[config.mk]
export PLATFORM = sky130hd
export DESIGN_NAME = sar_adc_ctrl
export DESIGN_NICKNAME = d
export VERILOG_FILES = /design/src/rtl/sar_adc_pkg.sv /design/src/rtl/sar_adc_datapath.sv /design/src/rtl/sar_adc_ctrl_fsm.sv /design/src/rtl/sar_adc_ctrl.sv
export SDC_FILE = /design/constraint.sdc
export NUM_CORES = 1
export LEC_CHECK = 0
export BUFFER_PORTS_ARGS = -buffer_cell sky130_fd_sc_hd__buf_2
export CORE_MARGIN = 3
export CORE_UTILIZATION = 49
export CTS_BUF_LIST = sky130_fd_sc_hd__clkbuf_16
export DETAILED_ROUTE_END_ITERATION = 8
export HOLD_SLACK_MARGIN = 0.12
export PLACE_DENSITY = 0.83
export SYNTH_ARGS = -nofsm -noshare
export SYNTH_HDL_FRONTEND = slang
export SYNTH_SLANG_ARGS = --single-unit
[constraint.sdc]
create_clock -name clk -period 3.05 [get_ports clk]
set_input_delay 0.305 -clock clk [delete_from_list [all_inputs] [get_ports clk]]
set_output_delay 0.305 -clock clk [all_outputs]
set_load 0.005 [all_outputs]
[src/rtl/sar_adc_pkg.sv]
package sar_adc_pkg;

  typedef enum logic [3:0] {
    ST_IDLE, ST_CS_SETUP, ST_CNV_LOW, ST_WAIT_BUSY, ST_DATA_WAIT,
    ST_READ_HI, ST_READ_LO, ST_DRAIN, ST_ABORT, ST_RST_LOW,
    ST_PD_LOW, ST_WAKE
  } ctrlState_t;

  // strobes from control to datapath
  typedef struct packed {
    logic capHi;
    logic capLo;
  } dpStrobe_t;

  function automatic int maxOf(input int a, input int b);
    return (a > b) ? a : b;
  endfunction

endpackage

[src/rtl/sar_adc_datapath.sv]
module sar_adc_datapath
  import sar_adc_pkg::*;
#(
  parameter int HALF_W = 8
) (
  input  logic                  clk,
  input  logic                  rstN,
  input  logic [HALF_W-1:0]     adcData,
  input  dpStrobe_t             strobe,
  input  logic                  sampleReady,
  output logic [2*HALF_W-1:0]   sampleData,
  output logic                  sampleValid
);

  logic [HALF_W-1:0] upperQ, lowerQ;

  always_ff @(posedge clk or negedge rstN) begin
    if (!rstN) begin
      upperQ      <= '0;
      lowerQ      <= '0;
      sampleValid <= 1'b0;
    end else begin
      if (strobe.capHi) upperQ <= adcData;
      if (strobe.capLo) begin
        lowerQ      <= adcData;
        sampleValid <= 1'b1;
      end else if (sampleValid && sampleReady) begin
        sampleValid <= 1'b0;
      end
    end
  end

  assign sampleData = {upperQ, lowerQ};


  hold_chk: assert property (@(posedge clk) disable iff (!rstN)
    sampleValid && !sampleReady |=> sampleValid && $stable(sampleData));


  lo_valid_chk: assert property (@(posedge clk) disable iff (!rstN)
    strobe.capLo |=> sampleValid);

endmodule

[src/rtl/sar_adc_ctrl_fsm.sv]
module sar_adc_ctrl_fsm
  import sar_adc_pkg::*;
#(
  parameter int T_CS_SETUP  = 5,
  parameter int T_CNV_LOW   = 10,
  parameter int T_CNV_HIGH  = 16,
  parameter int T_QUIET     = 7,
  parameter int T_DATA_DLY  = 3,
  parameter int T_RD_ACC    = 7,
  parameter int T_BYTE_ACC  = 7,
  parameter int T_ABORT_LOW = 5,
  parameter int T_RST_LOW   = 12,
  parameter int T_PD_LOW    = 1800,
  parameter int T_WAKE      = 7,
  parameter int T_TIMEOUT   = 128
) (
  input  logic       clk,
  input  logic       rstN,
  input  logic       sampleReq,
  input  logic       abortReq,
  input  logic       resetReq,
  input  logic       pwrDownReq,
  input  logic       adcBusy,
  input  logic       outValid,
  output logic       reqReady,
  output logic       timeoutErr,
  output logic       cnvStart,
  output logic       chipSelN,
  output logic       readN,
  output logic       byteSel,
  output logic       pwrRstN,
  output dpStrobe_t  strobe
);

  localparam int T_RECOVER = maxOf(T_CNV_HIGH, T_QUIET);
  localparam int CNT_TOP = maxOf(maxOf(maxOf(T_RECOVER, T_PD_LOW), maxOf(T_TIMEOUT, T_RST_LOW)),
                                 maxOf(maxOf(T_CS_SETUP, T_CNV_LOW), maxOf(maxOf(T_DATA_DLY, T_RD_ACC),
                                 maxOf(T_BYTE_ACC, maxOf(T_ABORT_LOW, T_WAKE)))));
  localparam int CW = $clog2(CNT_TOP + 2);

  localparam logic [CW-1:0] L_RECOVER = CW'(T_RECOVER);
  localparam logic [CW-1:0] L_CS      = CW'(T_CS_SETUP - 1);
  localparam logic [CW-1:0] L_CNVLO   = CW'(T_CNV_LOW - 1);
  localparam logic [CW-1:0] L_DDLY    = CW'(T_DATA_DLY - 1);
  localparam logic [CW-1:0] L_RDHI    = CW'(T_RD_ACC - 1);
  localparam logic [CW-1:0] L_RDLO    = CW'(T_BYTE_ACC - 1);
  localparam logic [CW-1:0] L_ABORT   = CW'(T_ABORT_LOW - 1);
  localparam logic [CW-1:0] L_RST     = CW'(T_RST_LOW - 1);
  localparam logic [CW-1:0] L_PD      = CW'(T_PD_LOW - 1);
  localparam logic [CW-1:0] L_WAKE    = CW'(T_WAKE - 1);
  localparam logic [CW-1:0] L_TO      = CW'(T_TIMEOUT - 1);

  ctrlState_t stateQ, stateD;
  logic [CW-1:0] cntQ;
  logic toHit;

  assign reqReady = (stateQ == ST_IDLE) && (cntQ >= L_RECOVER);

  always_comb begin
    stateD = stateQ;
    strobe = '0;
    toHit  = 1'b0;
    unique case (stateQ)
      ST_IDLE: if (reqReady) begin
        if (pwrDownReq)     stateD = ST_PD_LOW;
        else if (resetReq)  stateD = ST_RST_LOW;
        else if (sampleReq) stateD = ST_CS_SETUP;
      end
      ST_CS_SETUP:  if (cntQ == L_CS)    stateD = ST_CNV_LOW;
      ST_CNV_LOW:   if (cntQ == L_CNVLO) stateD = ST_WAIT_BUSY;
      ST_WAIT_BUSY: begin
        if (!adcBusy)          stateD = ST_DATA_WAIT;
        else if (abortReq)     stateD = ST_ABORT;
        else if (cntQ == L_TO) begin
          stateD = ST_IDLE;
          toHit  = 1'b1;
        end
      end
      ST_DATA_WAIT: if (cntQ == L_DDLY) stateD = ST_READ_HI;
      ST_READ_HI: if (cntQ == L_RDHI) begin
        stateD       = ST_READ_LO;
        strobe.capHi = 1'b1;
      end
      ST_READ_LO: if (cntQ == L_RDLO) begin
        stateD       = ST_DRAIN;
        strobe.capLo = 1'b1;
      end
      ST_DRAIN:   if (!outValid)       stateD = ST_IDLE;
      ST_ABORT:   if (cntQ == L_ABORT) stateD = ST_IDLE;
      ST_RST_LOW: if (cntQ == L_RST)   stateD = ST_WAKE;
      ST_PD_LOW:  if (cntQ >= L_PD && !pwrDownReq) stateD = ST_WAKE;
      ST_WAKE:    if (cntQ == L_WAKE)  stateD = ST_IDLE;
      default:    stateD = ST_IDLE;
    endcase
  end

  always_ff @(posedge clk or negedge rstN) begin
    if (!rstN) begin
      stateQ     <= ST_IDLE;
      cntQ       <= '0;
      timeoutErr <= 1'b0;
    end else begin
      stateQ     <= stateD;
      timeoutErr <= toHit;
      if (stateD != stateQ)  cntQ <= '0;
      else if (cntQ != '1)   cntQ <= cntQ + 1'b1;
    end
  end

  // pin decode from the state register
  assign cnvStart = (stateQ != ST_CNV_LOW);
  assign chipSelN = !((stateQ == ST_CS_SETUP) || (stateQ == ST_CNV_LOW) ||
                      (stateQ == ST_READ_HI) || (stateQ == ST_READ_LO) ||
                      (stateQ == ST_ABORT));
  assign readN    = !((stateQ == ST_READ_HI) || (stateQ == ST_READ_LO));
  assign byteSel  = (stateQ == ST_READ_LO);
  assign pwrRstN  = !((stateQ == ST_RST_LOW) || (stateQ == ST_PD_LOW));

  // run-length observers for the pin-timing checks
  logic [CW-1:0] cnvHighRun, rdHighRun, prstLowRun;
  always_ff @(posedge clk or negedge rstN) begin
    if (!rstN) begin
      cnvHighRun <= '0;
      rdHighRun  <= '0;
      prstLowRun <= '0;
    end else begin
      cnvHighRun <= !cnvStart ? '0 : (cnvHighRun == '1 ? cnvHighRun : cnvHighRun + 1'b1);
      rdHighRun  <= !readN    ? '0 : (rdHighRun  == '1 ? rdHighRun  : rdHighRun + 1'b1);
      prstLowRun <= pwrRstN   ? '0 : (prstLowRun == '1 ? prstLowRun : prstLowRun + 1'b1);
    end
  end


  cnv_high_chk: assert property (@(posedge clk) disable iff (!rstN)
    $fell(cnvStart) |-> cnvHighRun >= CW'(T_CNV_HIGH));


  quiet_rd_chk: assert property (@(posedge clk) disable iff (!rstN)
    $fell(cnvStart) |-> rdHighRun >= CW'(T_QUIET));


  rd_in_cs_chk: assert property (@(posedge clk) disable iff (!rstN)
    !readN |-> !chipSelN);


  rst_width_chk: assert property (@(posedge clk) disable iff (!rstN)
    $rose(pwrRstN) |-> prstLowRun >= CW'(T_RST_LOW));


  timeout_busy_chk: assert property (@(posedge clk) disable iff (!rstN)
    timeoutErr |-> $past(adcBusy) && readN);

endmodule

[src/rtl/sar_adc_ctrl.sv]
module sar_adc_ctrl
  import sar_adc_pkg::*;
#(
  parameter int HALF_W      = 8,
  parameter int T_CS_SETUP  = 5,
  parameter int T_CNV_LOW   = 10,
  parameter int T_CNV_HIGH  = 16,
  parameter int T_QUIET     = 7,
  parameter int T_DATA_DLY  = 3,
  parameter int T_RD_ACC    = 7,
  parameter int T_BYTE_ACC  = 7,
  parameter int T_ABORT_LOW = 5,
  parameter int T_RST_LOW   = 12,
  parameter int T_PD_LOW    = 1800,
  parameter int T_WAKE      = 7,
  parameter int T_TIMEOUT   = 128
) (
  input  logic                clk,
  input  logic                rstN,
  input  logic                sampleReq,
  input  logic                abortReq,
  input  logic                resetReq,
  input  logic                pwrDownReq,
  output logic                reqReady,
  output logic [2*HALF_W-1:0] sampleData,
  output logic                sampleValid,
  input  logic                sampleReady,
  output logic                timeoutErr,
  output logic                cnvStart,
  output logic                chipSelN,
  output logic                readN,
  output logic                byteSel,
  output logic                pwrRstN,
  input  logic                adcBusy,
  input  logic [HALF_W-1:0]   adcData
);

  dpStrobe_t strobe;

  sar_adc_ctrl_fsm #(
    .T_CS_SETUP(T_CS_SETUP), .T_CNV_LOW(T_CNV_LOW), .T_CNV_HIGH(T_CNV_HIGH),
    .T_QUIET(T_QUIET), .T_DATA_DLY(T_DATA_DLY), .T_RD_ACC(T_RD_ACC),
    .T_BYTE_ACC(T_BYTE_ACC), .T_ABORT_LOW(T_ABORT_LOW), .T_RST_LOW(T_RST_LOW),
    .T_PD_LOW(T_PD_LOW), .T_WAKE(T_WAKE), .T_TIMEOUT(T_TIMEOUT)
  ) u_ctrl (
    .clk(clk), .rstN(rstN), .sampleReq(sampleReq), .abortReq(abortReq),
    .resetReq(resetReq), .pwrDownReq(pwrDownReq), .adcBusy(adcBusy),
    .outValid(sampleValid), .reqReady(reqReady), .timeoutErr(timeoutErr),
    .cnvStart(cnvStart), .chipSelN(chipSelN), .readN(readN),
    .byteSel(byteSel), .pwrRstN(pwrRstN), .strobe(strobe)
  );

  sar_adc_datapath #(.HALF_W(HALF_W)) u_dp (
    .clk(clk), .rstN(rstN), .adcData(adcData), .strobe(strobe),
    .sampleReady(sampleReady), .sampleData(sampleData), .sampleValid(sampleValid)
  );

endmodule

==> results.yml, run 1 <==
timing:
  final_max_slew_viol_count: 0
  rsz0062_at_grt: "no"
  finalSetupViolCount: 0
  finalHoldViolCount: 0
  max_freq_ghz: 0.364
  slew_headroom: 0.513
  period_share: 0.900
  fin_crit_ns: 2.75
  clock_skew_ns: 0.00384
  worst_slew_pin_slew_ns: 0.730
  setup_tns_ns: 0
synth:
  synth_area_leader_cell: "dfrtp_1"
  ys_types: 49
  synthArstFlopShare: 1.00
  syn_area_um2: 1900
  netlist_instances: 193
  synth_top_area_frac: 0.434
  ys_seq_elements: 33
  yosysSeqAreaShare: 0.434
  synth_area_per_cell_um2: 9.87
  synth_flop_cell: "dfrtp_1"
  syn_nets: 213
  synth_warnings: 0
  synth-edff-count: 0
  synthTopCellsByArea: "dfrtp_1 43%, mux2_2 10%, ha_1 2.6%"
critical_path:
  path_cells: "or4_4 > or3_1 > a32o_1 > or2_1 > o21ba_1 > a2111oi_1"
  arrival_ns: 2.90
  max_stage_delay_ns: 0.57
  cp-start-kind: "flop"
  end_kind: "flop"
  crit_type: "reg2reg"
  critPathTopFamily: "simple AND/OR/NAND/NOR gates"
  worstPathMaxFanout: 11
  crit_buf_inv: 0
  slowest_stage: "or4_4"
  required_ns: 3.20
power_and_ir_drop:
  p_sw_frac: 0.301
  pwr-share-clk: 0.386
  power_switching_uw: 430
  p_leak_uw: 0.00112
  seqPwrFrac: 0.372
  irDropWorstVdd_mv: 0.343
  power.density_nw_per_um2: 612
  intPower_uw: 998
  combPwrFrac: 0.242
status:
  outcome: "finished clean"
die:
  die_y_um: 68.3
  rows: 22
  fp.dieW_um: 68.3
  core_um2: 3720
  dieArea_um2: 4670
  ios: 40
  start_util: 0.512
place:
  gp_congestion: 0.995
  dp_cells: 276
  hpwl_mm: 3.39
  port_buffers: 39
clock_tree:
  cts_tree: "built"
  cts_buffer_depth: 2
  cts_sinks: 33
  cts.clk_slew.worst_paths_ns: 0.05
  cts_made_buffers: 5
  cts_root_buf: "clkbuf_16"
  htree_num_levels: 2
  clock_latency_ns: 0.28
  cts_resized: 0
finish:
  syn_to_final_growth_pct: 22.5
  final_common_cell: "buf_2"
  stdcell_count: 285
  final_layout_size_suffix_gt1_frac: 0.304
  nNetsFinal: 256
  nFillCells: 308
  n_antenna_cell: 0
  post-route-util: 0.628
  layout_common_cells: "39 x buf_2, 33 x dfrtp_1, 17 x mux2_2"
routing:
  drc: 0
  wl_per_cell_um: 16.8
  vias: 1737
  first_iter_violations: 189
  viasPerCell: 6.09
  drtPass1Iterations: 5
  wl_mm: 4.78
  ant_nets: 0
worst_hold_path:
  holdCritPathClass: "in2reg"
grt:
  grt_max_degree: 34
  grt_overflow_total: 0
  grt_pass1_vias: 1606
  grtUsageTotal: 0.222
  grt_pass1_wl_mm: 7.56
  antenna_found_initial: 0
job:
  cap_violations: 0
[sequential cells by signal, summed over array words and instances, names as in the netlist]
signal	count
u_ctrl.stateQ	4
u_ctrl.timeoutErr	1
u_dp.upperQ	8
u_dp.lowerQ	8
u_ctrl.cntQ	11
u_dp.sampleValid	1
[kinds of logic (layout without fill, tap and decap cells)]
| kind of cell | after synthesis | count (layout) | synth area share |
|---|---|---|---|
| AO/OA/AOI/OAI | 33 | 33 | 0.124 |
| XOR/XNOR | 5 | 5 | 0.0230 |
| adder cells (fa/ha/maj) | 4 | 4 | 0.0263 |
| buffers and inverters | 19 | 63 | 0.0427 |
| flip-flops | 33 | 33 | 0.434 |
| multiplexers | 20 | 20 | 0.116 |
| AND/OR/NAND/NOR | 79 | 79 | 0.234 |
[cells in the mapped netlist, drive strengths merged (5+ instances only)]
library cell and instances:
nand2 13, nand3 9, nand4 5, dfrtp 33, o21ai 8, inv 8, clkbuf 7, nor3 8
nor4 8, mux2 17, and3 5, nor2 11
[final cells by class]
class / count / area (um2) / area share
Clock buffer: 5 / 125 / 0.0536
Multi-Input combinational cell: 141 / 997 / 0.427
Tap cell: 48 / 60.1 / 0.0257
Timing Repair Buffer: 47 / 258 / 0.110
Clock inverter: 3 / 37.5 / 0.0161
Inverter: 8 / 30.0 / 0.0129
Sequential cell: 33 / 826 / 0.354
[power by group through the flow]
stage                     sequential (uW)  combinational [uW]  clock [uW]
final                                 531                 346         551
after floorplan                       495                 254           0
after global placement                532                 331           0
after global routing                  536                 385         585
after CTS                             527                 341         559
after detailed placement              534                 336           0
[metal layers]
metal	routed length [um]	GRT usage
met3	408	0.0821
met1	1970	0.271
met2	2250	0.341
met5	0	0
met4	149	0.114
[through the flow]
stage	area (um2)	power (uW)	setup WS [ns]	hold slack (ns)
final	2330	1430	0.304	0.212
after global routing	2330	1510	0.177	0.222
after CTS	2330	1430	0.348	0.212
after detailed placement	2160	870	0.362	0.403
after global placement	2160	863	0.430	0.385
after floorplan	1900	749	0.576	0.00941
[worst reg2reg max path, stage by stage, from the launching register on]
cell	delay (ns)
dfrtp_1	0.44
or4_4	0.57
or3_1	0.38
a32o_1	0.25
or2_1	0.26
o21ba_1	0.34
a2111oi_1	0.38
[final timing paths]
path / from / cells after the start / endpoint / slack (ns)
worst max-delay path: u_ctrl.cntQ[7] / 6 / u_ctrl.cntQ[6] / 0.30
worst max register to register: u_ctrl.cntQ[7] / 6 / u_ctrl.cntQ[6] / 0.30
min in group asynchronous: rstN / 2 / u_dp.upperQ[5] / 0.62
worst min register to register: u_dp.upperQ[7] / 1 / u_dp.upperQ[7] / 0.50
worst min-delay path: sampleReady / 2 / u_dp.sampleValid / 0.21
max in group asynchronous: rstN / 2 / u_ctrl.cntQ[2] / 1.95
[what timing repair did]
| action | 4_1_cts | 5_1_grt |
|---|---|---|
| hold endpoints to repair | 33 | 0 |
| setup buffers | 0 | 0 |
| hold buffers | 1 | 0 |
Note: power is estimated with default switching activity, not from simulation.
==> run 2: changes to the inputs <==
--- a/config.mk
+++ b/config.mk
@@ -12,6 +12,8 @@
 export DETAILED_ROUTE_END_ITERATION = 8
 export HOLD_SLACK_MARGIN = 0.12
 export PLACE_DENSITY = 0.83
+export RECOVER_POWER = 25
+export REMOVE_ABC_BUFFERS = 1
 export SYNTH_ARGS = -nofsm -noshare
 export SYNTH_HDL_FRONTEND = slang
 export SYNTH_SLANG_ARGS = --single-unit
==> results.yml, run 2 (synthesized netlist as in run 1, its figures left out) <==
routing:
  wl_per_cell_um: 16.8
  first_iter_violations: 180
  viasPerCell: 5.89
  wl_mm: 4.82
  vias: 1690
  ant_nets: 0
  drc: 0
  drtPass1Iterations: 4
grt:
  grt_pass1_vias: 1631
  antenna_found_initial: 0
  grt_pass1_wl_mm: 7.91
  grtUsageTotal: 0.226
  grt_overflow_total: 0
  grt_max_degree: 34
power_and_ir_drop:
  p_leak_uw: 0.00106
  irDropWorstVdd_mv: 0.374
  power.density_nw_per_um2: 610
place:
  hpwl_mm: 3.44
  place_ws_ns: 0.379
  port_buffers: 39
  gp_congestion: 1.00
clock_tree:
  cts_buffer_depth: 2
  cts_resized: 0
  clock_latency_ns: 0.27
  cts_tree: "built"
  cts_setup_buffers: 0
  cts_hold_buf: 1
  cts_root_buf: "clkbuf_16"
  cts_sinks: 33
  cts.clk_slew.worst_paths_ns: 0.05
  cts_made_buffers: 5
  htree_num_levels: 2
finish:
  n_antenna_cell: 0
  reg.largest.list: "u_ctrl.cntQ: 11 flops, u_dp.lowerQ: 8 flops, u_dp.upperQ: 8 flops"
  final_layout_size_suffix_gt1_frac: 0.234
  largest_reg_flops: 11
  layout_common_cells: "33 x dfrtp_1, 21 x buf_2, 18 x clkbuf_1"
  largest_register: "u_ctrl.cntQ"
  nFillCells: 316
  nNetsFinal: 258
  seq_area_um2: 826
  syn_to_final_growth_pct: 22.1
  multi_input_area_um2: 997
  final_common_cell: "dfrtp_1"
critical_path:
  max_stage_delay_ns: 0.57
  crit_type: "reg2reg"
  end_kind: "flop"
  arrival_ns: 2.86
  cp-start-kind: "flop"
  rrSetupSlack_ns: 0.35
  required_ns: 3.20
  path_cells: "or4_4 > or3_1 > a32o_1 > or2_1 > o21ba_1 > a2111oi_1"
  slowest_stage: "or4_4"
  worstPathMaxFanout: 11
timing:
  finalSetupViolCount: 0
  finalHoldViolCount: 0
  fin_crit_ns: 2.70
  slew_headroom: -0.152
  final_max_slew_viol_count: 34
  clock_skew_ns: 0.00435
  period_share: 0.886
  rsz0062_at_grt: "no"
  worst_slack_ns: 0.347
  setup_tns_ns: 0
  worst_slew_pin_slew_ns: 1.73
  max_freq_ghz: 0.370
die:
  dieArea_um2: 4670
  ios: 40
  fp.dieW_um: 68.3
  die_y_um: 68.3
  start_util: 0.512
  rows: 22
  core_um2: 3720
status:
  outcome: "finished, violations left"
  violations: "capacitance limit, slew limit"
job:
  cap_violations: 1
worst_hold_path:
  holdCritPathClass: "in2reg"
run 2: routing by layer:
| metal | wire length (um) | share of wire | track usage | vias to the layer above |
|---|---|---|---|---|
| met4 | 140 | 0.029 | 0.107 | 0 |
| met1 | 2010 | 0.42 | 0.297 | 795 |
| li1 | - | - | - | 802 |
| met3 | 384 | 0.080 | 0.0640 | 17 |
| met5 | 0 | 0 | 0 | - |
| met2 | 2280 | 0.47 | 0.341 | 76 |
run 2: per-stage QoR:
| stage | hold WS (ns) | cell area (um2) | instances | total power, uW | utilization |
|---|---|---|---|---|---|
| after floorplan | 0.00941 | 1850 | 182 | 734 | - |
| after global placement | 0.382 | 2180 | 278 | 867 | 0.586 |
| after detailed placement | 0.400 | 2180 | 278 | 873 | 0.586 |
| after CTS | 0.227 | 2350 | 287 | 1420 | 0.632 |
| after global routing | 0.225 | 2330 | 287 | 1490 | 0.626 |
| final | 0.227 | 2330 | 287 | 1420 | 0.626 |
run 2: path summary, 6_finish.rpt:
path / from / to / cells after the start
max in group asynchronous: rstN / u_ctrl.cntQ[4] / 2
worst min-delay path: sampleReady / u_dp.sampleValid / 2
worst min register to register: u_dp.lowerQ[7] / u_dp.lowerQ[7] / 1
worst max register to register: u_ctrl.cntQ[7] / u_ctrl.cntQ[6] / 6
worst max-delay path: u_ctrl.cntQ[7] / u_ctrl.cntQ[6] / 6
min in group asynchronous: rstN / u_dp.upperQ[6] / 2
run 2: worst max-delay path, delay by kind of cell (launching register included):
family,cells,cell delay [ns]
AOI/OAI and AO/OA,3,0.93
DFF,1,0.44
and+or+nand+nor,3,1.22
run 2: final cells by class:
| type | count | share of cell area |
|---|---|---|
| multi-input combinational | 141 | 0.429 |
| sequential | 33 | 0.355 |
| timing repair buffer | 49 | 0.108 |
| clock buffer | 5 | 0.0538 |
| tap | 48 | 0.0258 |
| clock inverter | 3 | 0.0161 |
| inverter | 8 | 0.0129 |
run 2: power breakdown:
part	internal (uW)	leakage, uW	switching (uW)	total, uW
sequential	468	0.000437	60.7	529
clock	379	0.0000826	170	548
combinational	149	0.000544	192	340
total	996	0.00106	422	1420
==> run 3: changes to the inputs <==
--- a/config.mk
+++ b/config.mk
@@ -5,6 +5,7 @@
 export SDC_FILE = /design/constraint.sdc
 export NUM_CORES = 1
 export LEC_CHECK = 0
+export ABC_CLOCK_PERIOD_IN_PS = 3050
 export BUFFER_PORTS_ARGS = -buffer_cell sky130_fd_sc_hd__buf_2
 export CORE_MARGIN = 3
 export CORE_UTILIZATION = 49
==> constraint.sdc (replaced) <==
create_clock -name clk -period 3.05 [get_ports clk]
set_input_delay 0.915 -clock clk [delete_from_list [all_inputs] [get_ports clk]]
set_output_delay 0.915 -clock clk [all_outputs]
set_load 0.005 [all_outputs]
==> results.yml, run 3 (synthesized netlist as in run 1, its figures left out) <==
die:
  ios: 40
  core_um2: 3720
  die_y_um: 68.3
  dieArea_um2: 4670
  fp.dieW_um: 68.3
  start_util: 0.512
  rows: 22
grt:
  grt_overflow_total: 0
  grt_max_degree: 34
  top_usage_layer: "met2"
  antenna_found_initial: 0
  grtUsageMet1: 0.293
  use_met3: 0.0575
  grtUsageTotal: 0.225
  grt_use_met2: 0.362
  grt_pass1_wl_mm: 7.68
  grt_pass1_vias: 1590
timing:
  finalSetupViolCount: 0
  period_share: 0.953
  clock_skew_ns: 0.00238
  worst_slew_pin_slew_ns: 1.80
  setup_tns_ns: 0
  slew_headroom: -0.202
  fin_crit_ns: 2.91
  hold_ws_ns: 0.499
  final_max_slew_viol_count: 34
  finalHoldViolCount: 0
  rsz0062_at_grt: "no"
  max_freq_ghz: 0.344
clock_tree:
  cts_made_buffers: 5
  htree_num_levels: 2
  cts_buffer_depth: 2
  cts.clk_slew.worst_paths_ns: 0.05
  cts_setup_buffers: 0
  cts_tree: "built"
  cts_root_buf: "clkbuf_16"
  cts_hold_buf: 0
  cts_resized: 0
  cts_sinks: 33
  clock_latency_ns: 0.28
status:
  violations: "capacitance limit, slew limit"
  outcome: "finished, violations left"
routing:
  drc: 0
  drtPass1Iterations: 4
  wl_per_cell_um: 17.5
  wl_mm: 5.02
  first_iter_violations: 248
  vias: 1713
  viasPerCell: 5.99
  ant_nets: 0
place:
  port_buffers: 39
  hpwl_mm: 3.67
  gp_congestion: 1.00
  dp_cells: 278
finish:
  final_layout_size_suffix_gt1_frac: 0.315
  reg.largest.list: "u_ctrl.cntQ: 11 flops, u_dp.lowerQ: 8 flops, u_dp.upperQ: 8 flops"
  syn_to_final_growth_pct: 21.7
  stdcell_count: 286
  layout_common_cells: "38 x buf_2, 33 x dfrtp_1, 17 x mux2_2"
  n_antenna_cell: 0
  post-route-util: 0.624
  final_common_cell: "buf_2"
  largest_reg_flops: 11
  nNetsFinal: 257
  largest_register: "u_ctrl.cntQ"
power_and_ir_drop:
  irDropWorstVdd_mv: 0.416
  p_leak_uw: 0.00111
  power_switching_uw: 448
  pwr-share-clk: 0.352
  seqPwrFrac: 0.377
  combPwrFrac: 0.271
  power.density_nw_per_um2: 591
  intPower_uw: 923
  p_sw_frac: 0.327
worst_hold_path:
  holdCritPathClass: "reg2reg"
critical_path:
  cp-start-kind: "flop"
  required_ns: 2.13
  end_kind: "output pin"
  crit_type: "reg2out"
  arrival_ns: 1.99
  worstPathMaxFanout: 6
job:
  cap_violations: 1
==> run 3: cell count changes in the layout (fill, tap and decap cells not counted) <==
| cell | change |
|---|---|
| bufinv_16 | -1 |
| buf_2 | +17 |
| dlygate4sd3_1 | -1 |
| clkbuf_1 | -17 |
| inv_1 | -1 |
| clkinv_2 | +2 |
| clkinv_1 | -1 |
| clkinvlp_4 | +1 |
==> run 3: routing by layer <==
layer | wire length [um] | up-vias
met5 | 0 | -
met2 | 2540 | 69
met1 | 2100 | 827
met4 | 72 | 0
met3 | 308 | 9
li1 | - | 808
==> run 3: power by group through the flow <==
stage	Combinational [uW]	Clock [uW]	Sequential (uW)
after floorplan	216	0	518
after global placement	354	0	520
after detailed placement	366	0	522
after CTS	370	493	515
after global routing	413	510	522
final	371	483	516
==> run 3: worst max-delay path, cell delays in order (launching register included) <==
cell and delay (ns):
dfrtp_1 0.46, nor4_1 0.49, a21boi_0 0.54, buf_2 0.22
==> run 3: layout make-up <==
class | count | area (um2)
inverter | 8 | 30.0
fill | 318 | 1400
tap | 48 | 60.1
sequential | 33 | 826
timing repair buffer | 48 | 262
multi-input combinational | 141 | 997
clock inverter | 3 | 17.5
clock buffer | 5 | 125
==> run 3: stage by stage <==
stage / area (um2) / power (uW) / setup slack, ns
2_1_floorplan: 1850 / 734 / 0.269
3_3_place_gp: 2180 / 874 / 0.433
3_5_place_dp: 2180 / 888 / 0.289
4_1_cts: 2320 / 1380 / 0.234
5_1_grt: 2320 / 1450 / 0.0656
6_report: 2320 / 1370 / 0.144
==> run 3: final timing paths <==
path / endpoint / from / cells after the start / slack, ns
worst max register to register: u_ctrl.cntQ[6] / u_ctrl.cntQ[7] / 6 / 0.24
worst min register to register: u_dp.lowerQ[5] / u_dp.lowerQ[5] / 1 / 0.50
worst max-delay path: reqReady / u_ctrl.stateQ[0] / 3 / 0.14
worst min-delay path: u_dp.lowerQ[5] / u_dp.lowerQ[5] / 1 / 0.50
max in group asynchronous: u_ctrl.cntQ[8] / rstN / 1 / 0.89
min in group asynchronous: u_dp.lowerQ[3] / rstN / 1 / 1.12
